===== config.mk =====
export PLATFORM = sky130hd
export DESIGN_NAME = i2c_rtc_regslave
export DESIGN_NICKNAME = d
export VERILOG_FILES = /design/src/rtl/i2c_rtc_pkg.sv /design/src/rtl/i2c_line_sync.sv /design/src/rtl/i2c_slave_engine.sv /design/src/rtl/rtc_reg_bank.sv /design/src/rtl/i2c_rtc_regslave.sv
export SDC_FILE = /design/constraint.sdc
export NUM_CORES = 2
export LEC_CHECK = 0
export BUFFER_PORTS_ARGS = -buffer_cell sky130_fd_sc_hd__buf_2
export CAP_MARGIN = 20
export CORE_MARGIN = 8
export CORE_UTILIZATION = 50
export CTS_CLUSTER_SIZE = 10
export DETAILED_ROUTE_END_ITERATION = 10
export PLACE_DENSITY = 0.84
export SETUP_SLACK_MARGIN = 0.5
export SYNTH_ARGS = -nofsm -noshare
export SYNTH_HDL_FRONTEND = slang
export SYNTH_HIERARCHICAL = 1
export SYNTH_SLANG_ARGS = --single-unit

===== constraint.sdc =====
create_clock -name clk -period 2.4 [get_ports clk]
set_input_delay 0.48 -clock clk [delete_from_list [all_inputs] [get_ports clk]]
set_output_delay 0.48 -clock clk [all_outputs]
set_load 0.01 [all_outputs]

===== src/rtl/i2c_rtc_pkg.sv =====
package i2c_rtc_pkg;

    localparam int BYTE_W = 8;

    typedef enum logic [2:0] {
        ST_IDLE,
        ST_ADDR,
        ST_IGNORE,
        ST_ACK,
        ST_PTR,
        ST_WDATA,
        ST_RDATA,
        ST_MACK
    } slv_state_t;

    typedef enum logic [1:0] {
        AK_ADDR_W,
        AK_ADDR_R,
        AK_PTR,
        AK_DATA
    } ack_kind_t;

    typedef struct packed {
        logic scl;
        logic sda;
        logic rise;
        logic fall;
        logic start;
        logic stop;
    } bus_evt_t;

    function automatic logic [BYTE_W-1:0] shift_in(input logic [BYTE_W-1:0] r, input logic b);
        return {r[BYTE_W-2:0], b};
    endfunction

endpackage


===== src/rtl/i2c_line_sync.sv =====
module i2c_line_sync
    import i2c_rtc_pkg::*;
#(
    parameter int STAGES = 2
) (
    input  logic     clk,
    input  logic     rst,
    input  logic     scl_in,
    input  logic     sda_in,
    output bus_evt_t evt
);

    logic [STAGES-1:0] scl_ff;
    logic [STAGES-1:0] sda_ff;
    logic              scl_q;
    logic              sda_q;
    logic              scl_s;
    logic              sda_s;

    generate
        if (STAGES == 1) begin : g_one
            always_ff @(posedge clk) begin
                if (rst) begin
                    scl_ff <= '1;
                    sda_ff <= '1;
                end else begin
                    scl_ff <= scl_in;
                    sda_ff <= sda_in;
                end
            end
        end else begin : g_many
            always_ff @(posedge clk) begin
                if (rst) begin
                    scl_ff <= '1;
                    sda_ff <= '1;
                end else begin
                    scl_ff <= {scl_ff[STAGES-2:0], scl_in};
                    sda_ff <= {sda_ff[STAGES-2:0], sda_in};
                end
            end
        end
    endgenerate

    assign scl_s = scl_ff[STAGES-1];
    assign sda_s = sda_ff[STAGES-1];

    always_ff @(posedge clk) begin
        if (rst) begin
            scl_q <= 1'b1;
            sda_q <= 1'b1;
        end else begin
            scl_q <= scl_s;
            sda_q <= sda_s;
        end
    end

    always_comb begin
        evt.scl   = scl_s;
        evt.sda   = sda_s;
        evt.rise  = scl_s & ~scl_q;
        evt.fall  = ~scl_s & scl_q;
        evt.start = scl_s & scl_q & sda_q & ~sda_s;
        evt.stop  = scl_s & scl_q & ~sda_q & sda_s;
    end

endmodule


===== src/rtl/i2c_slave_engine.sv =====
module i2c_slave_engine
    import i2c_rtc_pkg::*;
#(
    parameter logic [6:0] DEV_ADDR = 7'h68,
    parameter int         PTR_W    = 6,
    parameter int         CLK_REGS = 8
) (
    input  logic              clk,
    input  logic              rst,
    input  bus_evt_t          evt,
    input  logic [BYTE_W-1:0] rd_data,
    output logic              sda_pull,
    output logic [PTR_W-1:0]  ptr,
    output logic              wr_en,
    output logic [PTR_W-1:0]  wr_addr,
    output logic [BYTE_W-1:0] wr_data,
    output logic              freeze
);

    localparam logic [PTR_W-1:0] CLK_LIM = PTR_W'(CLK_REGS);

    slv_state_t        state;
    ack_kind_t         kind;
    logic [BYTE_W-1:0] shreg;
    logic [BYTE_W-1:0] tx;
    logic [2:0]        bcnt;
    logic [2:0]        tcnt;
    logic              bdone;
    logic              sel;
    logic              macked;
    logic              rx_phase;

    assign rx_phase = (state == ST_ADDR) || (state == ST_PTR) || (state == ST_WDATA);
    assign wr_addr  = ptr;
    assign wr_data  = shreg;
    assign freeze   = sel && (ptr < CLK_LIM);

    always_ff @(posedge clk) begin
        if (rst) begin
            state    <= ST_IDLE;
            kind     <= AK_ADDR_W;
            shreg    <= '0;
            tx       <= '0;
            bcnt     <= '0;
            tcnt     <= '0;
            bdone    <= 1'b0;
            sel      <= 1'b0;
            macked   <= 1'b0;
            sda_pull <= 1'b0;
            ptr      <= '0;
            wr_en    <= 1'b0;
        end else begin
            wr_en <= 1'b0;
            if (evt.start) begin
                state    <= ST_ADDR;
                bcnt     <= '0;
                bdone    <= 1'b0;
                sda_pull <= 1'b0;
            end else if (evt.stop) begin
                state    <= ST_IDLE;
                sel      <= 1'b0;
                bdone    <= 1'b0;
                sda_pull <= 1'b0;
            end else begin
                if (rx_phase && evt.rise) begin
                    shreg <= shift_in(shreg, evt.sda);
                    bcnt  <= bcnt + 3'd1;
                    bdone <= (bcnt == 3'd7);
                end
                if (state == ST_MACK && evt.rise && !evt.sda) begin
                    ptr    <= ptr + 1'b1;
                    macked <= 1'b1;
                end
                if (evt.fall) begin
                    case (state)
                        ST_ADDR: if (bdone) begin
                            bdone <= 1'b0;
                            if (shreg[7:1] == DEV_ADDR) begin
                                sel      <= 1'b1;
                                sda_pull <= 1'b1;
                                kind     <= shreg[0] ? AK_ADDR_R : AK_ADDR_W;
                                state    <= ST_ACK;
                            end else begin
                                sel   <= 1'b0;
                                state <= ST_IGNORE;
                            end
                        end
                        ST_PTR: if (bdone) begin
                            bdone    <= 1'b0;
                            ptr      <= shreg[PTR_W-1:0];
                            sda_pull <= 1'b1;
                            kind     <= AK_PTR;
                            state    <= ST_ACK;
                        end
                        ST_WDATA: if (bdone) begin
                            bdone    <= 1'b0;
                            wr_en    <= 1'b1;
                            sda_pull <= 1'b1;
                            kind     <= AK_DATA;
                            state    <= ST_ACK;
                        end
                        ST_ACK: begin
                            sda_pull <= 1'b0;
                            bcnt     <= '0;
                            case (kind)
                                AK_ADDR_W: state <= ST_PTR;
                                AK_PTR:    state <= ST_WDATA;
                                AK_DATA: begin
                                    ptr   <= ptr + 1'b1;
                                    state <= ST_WDATA;
                                end
                                default: begin
                                    tx       <= rd_data;
                                    tcnt     <= '0;
                                    sda_pull <= ~rd_data[7];
                                    state    <= ST_RDATA;
                                end
                            endcase
                        end
                        ST_RDATA: begin
                            if (tcnt == 3'd7) begin
                                sda_pull <= 1'b0;
                                macked   <= 1'b0;
                                state    <= ST_MACK;
                            end else begin
                                sda_pull <= ~tx[3'd6 - tcnt];
                                tcnt     <= tcnt + 3'd1;
                            end
                        end
                        ST_MACK: begin
                            if (macked) begin
                                tx       <= rd_data;
                                tcnt     <= '0;
                                sda_pull <= ~rd_data[7];
                                state    <= ST_RDATA;
                            end else begin
                                state <= ST_IGNORE;
                            end
                        end
                        default: ;
                    endcase
                end
            end
        end
    end

    // the pull-down enable only moves while SCL is low
    a_r10_pull_when_scl_low: assert property (@(posedge clk) disable iff (rst)
        !$stable(sda_pull) |-> !$past(evt.scl));

    // a master not-acknowledge leaves the pointer where it was
    a_r4_nack_keeps_ptr: assert property (@(posedge clk) disable iff (rst)
        (state == ST_MACK && evt.rise && evt.sda) |=> (ptr == $past(ptr)));

    // a foreign transaction never sees the pull-down
    a_r1_ignore_released: assert property (@(posedge clk) disable iff (rst)
        (state == ST_IGNORE) |-> !sda_pull);

    // the first bit placed on the bus is the byte's MSB
    a_r3_msb_first: assert property (@(posedge clk) disable iff (rst)
        (state == ST_RDATA && $past(state) != ST_RDATA) |-> (sda_pull == !tx[7]));

    // the pointer rolls over from its top value to zero
    a_r6_ptr_wrap: assert property (@(posedge clk) disable iff (rst)
        (state == ST_ACK && kind == AK_DATA && evt.fall && ptr == '1) |=> (ptr == '0));

endmodule


===== src/rtl/rtc_reg_bank.sv =====
module rtc_reg_bank
    import i2c_rtc_pkg::*;
#(
    parameter int DEPTH    = 64,
    parameter int CLK_REGS = 8,
    parameter int AW       = 6
) (
    input  logic                       clk,
    input  logic                       rst,
    input  logic                       freeze,
    input  logic                       wr_en,
    input  logic [AW-1:0]              wr_addr,
    input  logic [BYTE_W-1:0]          wr_data,
    input  logic [AW-1:0]              rd_addr,
    input  logic [CLK_REGS*BYTE_W-1:0] live_time,
    input  logic                       live_stb,
    output logic [BYTE_W-1:0]          rd_data,
    output logic [DEPTH*BYTE_W-1:0]    image
);

    logic [DEPTH-1:0][BYTE_W-1:0]  mem;
    logic [CLK_REGS*BYTE_W-1:0]    pend;
    logic                          pend_v;

    always_ff @(posedge clk) begin
        if (rst) begin
            mem    <= '0;
            pend   <= '0;
            pend_v <= 1'b0;
        end else begin
            if (freeze) begin
                if (live_stb) begin
                    pend   <= live_time;
                    pend_v <= 1'b1;
                end
            end else if (live_stb || pend_v) begin
                for (int i = 0; i < CLK_REGS; i++) begin
                    mem[i] <= live_stb ? live_time[i*BYTE_W +: BYTE_W]
                                       : pend[i*BYTE_W +: BYTE_W];
                end
                pend_v <= 1'b0;
            end
            if (wr_en) begin
                mem[wr_addr] <= wr_data;
            end
        end
    end

    assign rd_data = mem[rd_addr];
    assign image   = mem;

    // clock bytes hold still while frozen and no bus write lands
    a_r8_clock_frozen: assert property (@(posedge clk) disable iff (rst)
        (freeze && !wr_en) |=> $stable(mem[CLK_REGS-1:0]));

    // a held snapshot is released in a single cycle once the freeze ends
    a_r9_single_flush: assert property (@(posedge clk) disable iff (rst)
        (!freeze && pend_v) |=> !pend_v);

    // an unfrozen strobe lands on the clock bytes at the next edge
    a_r7_live_copy: assert property (@(posedge clk) disable iff (rst)
        (!freeze && live_stb && !wr_en) |=> (mem[CLK_REGS-1:0] == $past(live_time)));

endmodule


===== src/rtl/i2c_rtc_regslave.sv =====
module i2c_rtc_regslave
    import i2c_rtc_pkg::*;
#(
    parameter logic [6:0] DEV_ADDR = 7'h68,
    parameter int         DEPTH    = 64,
    parameter int         CLK_REGS = 8
) (
    input  logic                       clk,
    input  logic                       rst,
    input  logic                       scl_in,
    input  logic                       sda_in,
    input  logic [CLK_REGS*BYTE_W-1:0] live_time,
    input  logic                       live_stb,
    output logic                       sda_pull,
    output logic [DEPTH*BYTE_W-1:0]    reg_image
);

    localparam int AW = $clog2(DEPTH);

    bus_evt_t          evt;
    logic [AW-1:0]     ptr;
    logic              wr_en;
    logic [AW-1:0]     wr_addr;
    logic [BYTE_W-1:0] wr_data;
    logic [BYTE_W-1:0] rd_data;
    logic              freeze;

    i2c_line_sync #(.STAGES(2)) u_sync (
        .clk    (clk),
        .rst    (rst),
        .scl_in (scl_in),
        .sda_in (sda_in),
        .evt    (evt)
    );

    i2c_slave_engine #(
        .DEV_ADDR (DEV_ADDR),
        .PTR_W    (AW),
        .CLK_REGS (CLK_REGS)
    ) u_engine (
        .clk      (clk),
        .rst      (rst),
        .evt      (evt),
        .rd_data  (rd_data),
        .sda_pull (sda_pull),
        .ptr      (ptr),
        .wr_en    (wr_en),
        .wr_addr  (wr_addr),
        .wr_data  (wr_data),
        .freeze   (freeze)
    );

    rtc_reg_bank #(
        .DEPTH    (DEPTH),
        .CLK_REGS (CLK_REGS),
        .AW       (AW)
    ) u_bank (
        .clk       (clk),
        .rst       (rst),
        .freeze    (freeze),
        .wr_en     (wr_en),
        .wr_addr   (wr_addr),
        .wr_data   (wr_data),
        .rd_addr   (ptr),
        .live_time (live_time),
        .live_stb  (live_stb),
        .rd_data   (rd_data),
        .image     (reg_image)
    );

endmodule


; ---- Yosys cells after proc, flatten, opt, wreduce, memory -nomap -nowiden
; Index checks and enable logic that the tools add are counted.
[word_totals]
regBits = 621
word_cells = 244
[op_classes]
reduce_logical = 38
eq_ne = 24
n_lt_le_gt_ge = 4
bitwise = 17
n_addsub = 4
n_mux = 74
[op_table]
columns = operator, count
row1 = $bwmux 512, 1
row2 = $mux 64, 4
row3 = $mux 8, 12
row4 = $bmux 8 s6, 1
row5 = $demux 8 s6, 1
row6 = $mux 3, 10
row7 = $mux 1, 29
row8 = $mux 6, 4
row9 = $eq 3x3->1 const B, 6
row10 = $pmux 8 s2, 1
row11 = $pmux 3 s5, 1
row12 = $ne 2x1->1 const B, 6
row13 = $pmux 6 s2, 1
row14 = $reduce_and 6->1, 2
row15 = $not 1->1, 10
row16 = $reduce_and 5->1, 2
row17 = $reduce_bool 2->1, 5
row18 = $pmux 3 s3, 1
row19 = $reduce_bool 3->1, 3
row20 = $reduce_or 3->1, 3
row21 = $mux 2, 4
row22 = $ne 2x2->1 const B, 4
row23 = $ne 4x3->1 const B, 2
row24 = $reduce_and 8->1, 1
row25 = 29 further kinds, 47

; ---- Depth between registers and ports, before layout
[logic_depth]
ltp_word = 8
mapped_depth = 13

; ---- Modules after synthesis
; The synthesis kept the hierarchy.
[by_module_without_submodules]
columns = module, instances, seq_area_each_um2, area_each_um2, cells_each
row1 = rtc_reg_bank, 1, 11551.1, 26235.2, 2891
row2 = i2c_slave_engine, 1, 760.7, 2287.2, 267
row3 = i2c_line_sync, 1, 120.1, 205.2, 18

; ---- Least setup slack after synthesis
; No wires, ideal clock.
[synth_path]
path_kind = reg2reg
start = reg u_engine.ptr[0]
end = reg u_engine.sda_pull
path_stages_with_launch = 13
arrival_time_ns = 2.349
t_required_ns = 2.330
path_slack_ns = -0.019
cell_sequence = dfxtp_1 > buf_2 > buf_6 > buf_2 > mux4_2 > o221ai_1 > o21ai_0 > a21o_1 > nor2b_1 > o21ai_0 > nand3b_1 > a31oi_1 > a21oi_1
[synth_between]
elab_chain_len = 5
[synth_lines]
columns = item, line
row1 = start: declaration, i2c_slave_engine.sv:13  ; output logic [PTR_W-1:0] ptr,
row2 = start signal: assignment, i2c_slave_engine.sv:71  ; ptr <= ptr + 1'b1;
row3 = start signal: assignment, i2c_slave_engine.sv:90  ; ptr <= shreg[PTR_W-1:0];
row4 = start signal: assignment, i2c_slave_engine.sv:109  ; ptr <= ptr + 1'b1;
row5 = $bmux 8 s6 (*), rtc_reg_bank.sv:49  ; assign rd_data = mem[rd_addr];
row6 = $mux 8 (implied by the code) (*), rtc_reg_bank.sv:49
row7 = named net rd_data[7], i2c_rtc_regslave.sv:25  ; logic [BYTE_W-1:0] rd_data;
row8 = $not 1->1 (*), "i2c_slave_engine.sv:115, i2c_slave_engine.sv:134"
row9 = "$mux 1, on equally long branches", "i2c_slave_engine.sv:131, i2c_slave_engine.sv:105"
row10 = $pmux 1 s5 (*), i2c_slave_engine.sv:75  ; case (state)
row11 = end signal: assignment, i2c_slave_engine.sv:115  ; sda_pull <= ~rd_data[7];
row12 = end signal: assignment, i2c_slave_engine.sv:126  ; sda_pull <= ~tx[3'd6 - tcnt];
row13 = end signal: assignment, i2c_slave_engine.sv:134  ; sda_pull <= ~rd_data[7];
row14 = end: declaration, i2c_slave_engine.sv:12  ; output logic sda_pull,
; The timed path passes the listed nets; every way through them passes the cells marked *. The select of a mux whose other input is x is not followed.
; A chain may end at the register's enable or synchronous reset.

; ---- Final worst setup path
[layout_path]
start = reg u_engine.ptr[0]
end = reg u_engine.tx[3]
[layout_between]
elab_chain_len = 4
[layout_lines]
columns = item, line
row1 = $bmux 8 s6 (*), rtc_reg_bank.sv:49
row2 = $mux 8 (implied by the code) (*), rtc_reg_bank.sv:49
row3 = named net rd_data[3], i2c_rtc_regslave.sv:25
row4 = "$mux 8, on equally long branches", "i2c_slave_engine.sv:131, i2c_slave_engine.sv:105"
row5 = $pmux 8 s2 (*), i2c_slave_engine.sv:75
row6 = end signal: assignment, i2c_slave_engine.sv:113  ; tx <= rd_data;
row7 = end signal: assignment, i2c_slave_engine.sv:132  ; tx <= rd_data;
row8 = end: declaration, i2c_slave_engine.sv:25  ; logic [BYTE_W-1:0] tx;
; Marked as above.

==> flow_metrics.tcl <==
set metrics [dict create \
    hold_slack_ns 0.1050 \
    vias 31050 \
    ys_warn_count 6 \
    fmax_mhz 402.4 \
    dp_cells 4401 \
    antenna_found_initial 5 \
    required_ns 2.87 \
    drtIter0Drc 4786 \
    fin_cells 4663 \
    placed_area_um2 33370 \
    fin_crit_sh_pct 103.6 \
    dp_hpwl_um 80870 \
    startpoint_type "register" \
    busiest_layer "met2" \
    avgSynthCellArea_um2 9.046 \
    grt_first_pass_wirelength_um 184400 \
    worstSetupPathType "register to register" \
    finalMaxSlewViolations 0 \
    start_util_pct 50.16 \
    hold_path_class "input port to register" \
    grt_util_met3_pct 11.96 \
    fin_util_pct 69.89 \
    fin_crit_ns 2.485 \
    critical_path_arrival_ns 2.95 \
    insertion_delay_ns 0.63 \
    cts.clk_slew.worst_paths_ns 0.06 \
    clockBufferDepth 3 \
    synthCells 3175 \
    die_w_um 255.7 \
    clkSinkCount 621 \
    first_pass_iters 8 \
    drive_gt1_share_pct 38.96 \
    gp_congestion 0.9657 \
    area_delta_synth_final_pct 39.32 \
    critPathSlowestCell "mux4_2" \
    drcViolationCount 0 \
    drv_cap 0 \
    postRouteAntennaNets 0 \
    grtUsageTotal_pct 36.09 \
    syn_nets 3250 \
    status "complete, but fails checks" \
    end_kind "register" \
    rsz0062_at_grt "yes" \
    routed_wl_um 136200 \
    cts-buffers-inserted 74 \
    ctsRootBufferMaster "clkbuf_16" \
    failed_checks "negative setup slack" \
    met2_usage_pct 56.94 \
    crit_path_max_fanout 11 \
    via_per_inst 6.660 \
    setup_viol 4 \
    use_met1_pct 41.95 \
    power.leakage_nw 15.28 \
    pin_count 582 \
    place_ws_ns -0.3544 \
    total_power_mw 21.78 \
    path_cells "buf_8 > buf_12 > buf_6 > mux4_2 > o22ai_1 > o21ai_1 > a21o_1 > mux2i_1 > nor2_1" \
    final_nets 3952 \
    die_area_um2 65360 \
    design.core.area_um2 57250 \
    worst_pin_slew_ns 1.267 \
    power_density_nw_per_um2 544.3 \
    grt.overflow.total 0 \
    hold_buffers 0 \
    setup_ws_ns -0.08533 \
    cts_tree "yes" \
    final_area_um2 40010 \
    dieHeight_um 255.7 \
    grt_max_degree 168 \
    syn_area_um2 28720 \
    grt_pass1_vias 28790 \
    hold_violations 0 \
    portBuffers 581 \
    num_rows 88 \
    final.setup.tns_ns -0.2128 \
    htree_levels 3 \
    peakVddDrop_mv 0.6130 \
    clock_skew_ns 0.02547 \
    slew_headroom_pct 15.54 \
    slowest_delay_ns 0.57 \
    wl_per_cell_um 29.20 \
]
==> worst paths after layout <==
path | startpoint | slack [ns] | end | cells past startpoint
max | u_engine/ptr[0] | -0.09 | u_engine/tx[3] | 9
min | live_time[18] | 0.10 | u_bank/pend[18] | 3
max reg2reg | u_engine/ptr[0] | -0.09 | u_engine/tx[3] | 9
min reg2reg | u_sync/sda_ff[0] | 0.41 | u_sync/sda_ff[1] | 1
==> repair_timing <==
item,4_1_cts,5_1_grt
endpoints found under the setup margin,602,605
resized for setup,235,332
pin swaps,93,132
gates cloned,24,16
setup buffers,59,66
==> worst max-delay path, delay by kind of cell (launching register included) <==
family | cells | cell delay (ns)
flops | 1 | 0.46
mux | 2 | 0.76
buf+inv | 3 | 0.48
compound gates | 3 | 0.54
simple gates | 1 | 0.08
==> flip-flops by register name, indices dropped and copies added (netlist names) <==
signal / count
u_engine/bdone: 1
u_bank/pend_v: 1
u_engine/sda_pull: 1
u_engine/tx: 8
u_engine/bcnt: 3
u_bank/pend: 64
u_sync/sda_q: 1
u_engine/sel: 1
u_sync/sda_ff: 2
u_engine/ptr: 6
u_engine/macked: 1
u_engine/tcnt: 3
u_engine/wr_data: 8
u_sync/scl_ff: 2
u_sync/scl_q: 1
u_engine/state: 3
u_bank/image: 512
u_engine/wr_en: 1
u_engine/kind: 2
==> routing by layer <==
| metal | part of all wire, % | wire, µm |
|---|---|---|
| met5 | 0.031 | 42 |
| met4 | 9.1 | 12340 |
| met3 | 13 | 18020 |
| met2 | 44 | 60420 |
| met1 | 33 | 45330 |
==> final cells by class <==
| class | instances | area [µm²] |
|---|---|---|
| Multi-Input combinational cell | 2258 | 17020 |
| Clock inverter | 10 | 95.09 |
| Antenna cell | 2 | 5.005 |
| Clock buffer | 85 | 1956 |
| Inverter | 6 | 22.52 |
| Tap cell | 765 | 957.2 |
| Sequential cell | 621 | 12490 |
| Fill cell | 3866 | 17240 |
| Timing Repair Buffer | 916 | 7472 |
==> report_power, final <==
part	internal, mW	switching, mW
combinational	0.441	0.670
clock	5.73	4.42
sequential	10.4	0.142
total	16.5	5.24
==> cell usage in the layout, fill, tap and decap left out, types with 12 or more instances in the layout <==
cell type    n
a211oi_1    27
a211oi_2    33
a211oi_4    16
a21oi_1    335
a21oi_2     68
buf_12      87
buf_16      20
buf_2      579
buf_4      151
buf_6       50
buf_8       17
clkbuf_16   84
dfxtp_1    604
dfxtp_4     14
mux2_2      12
mux2i_1    288
mux2i_2     20
mux4_2     123
nand2_1    393
nand2_2     19
nand2_4     25
nand3_1    217
nand3_2     21
nand3_4     19
nor2_1     324
nor2_2      15
nor2_4      53
nor3_1      13
o21ai_0     26
o22ai_1     20
(Power assumes the default switching activity.)
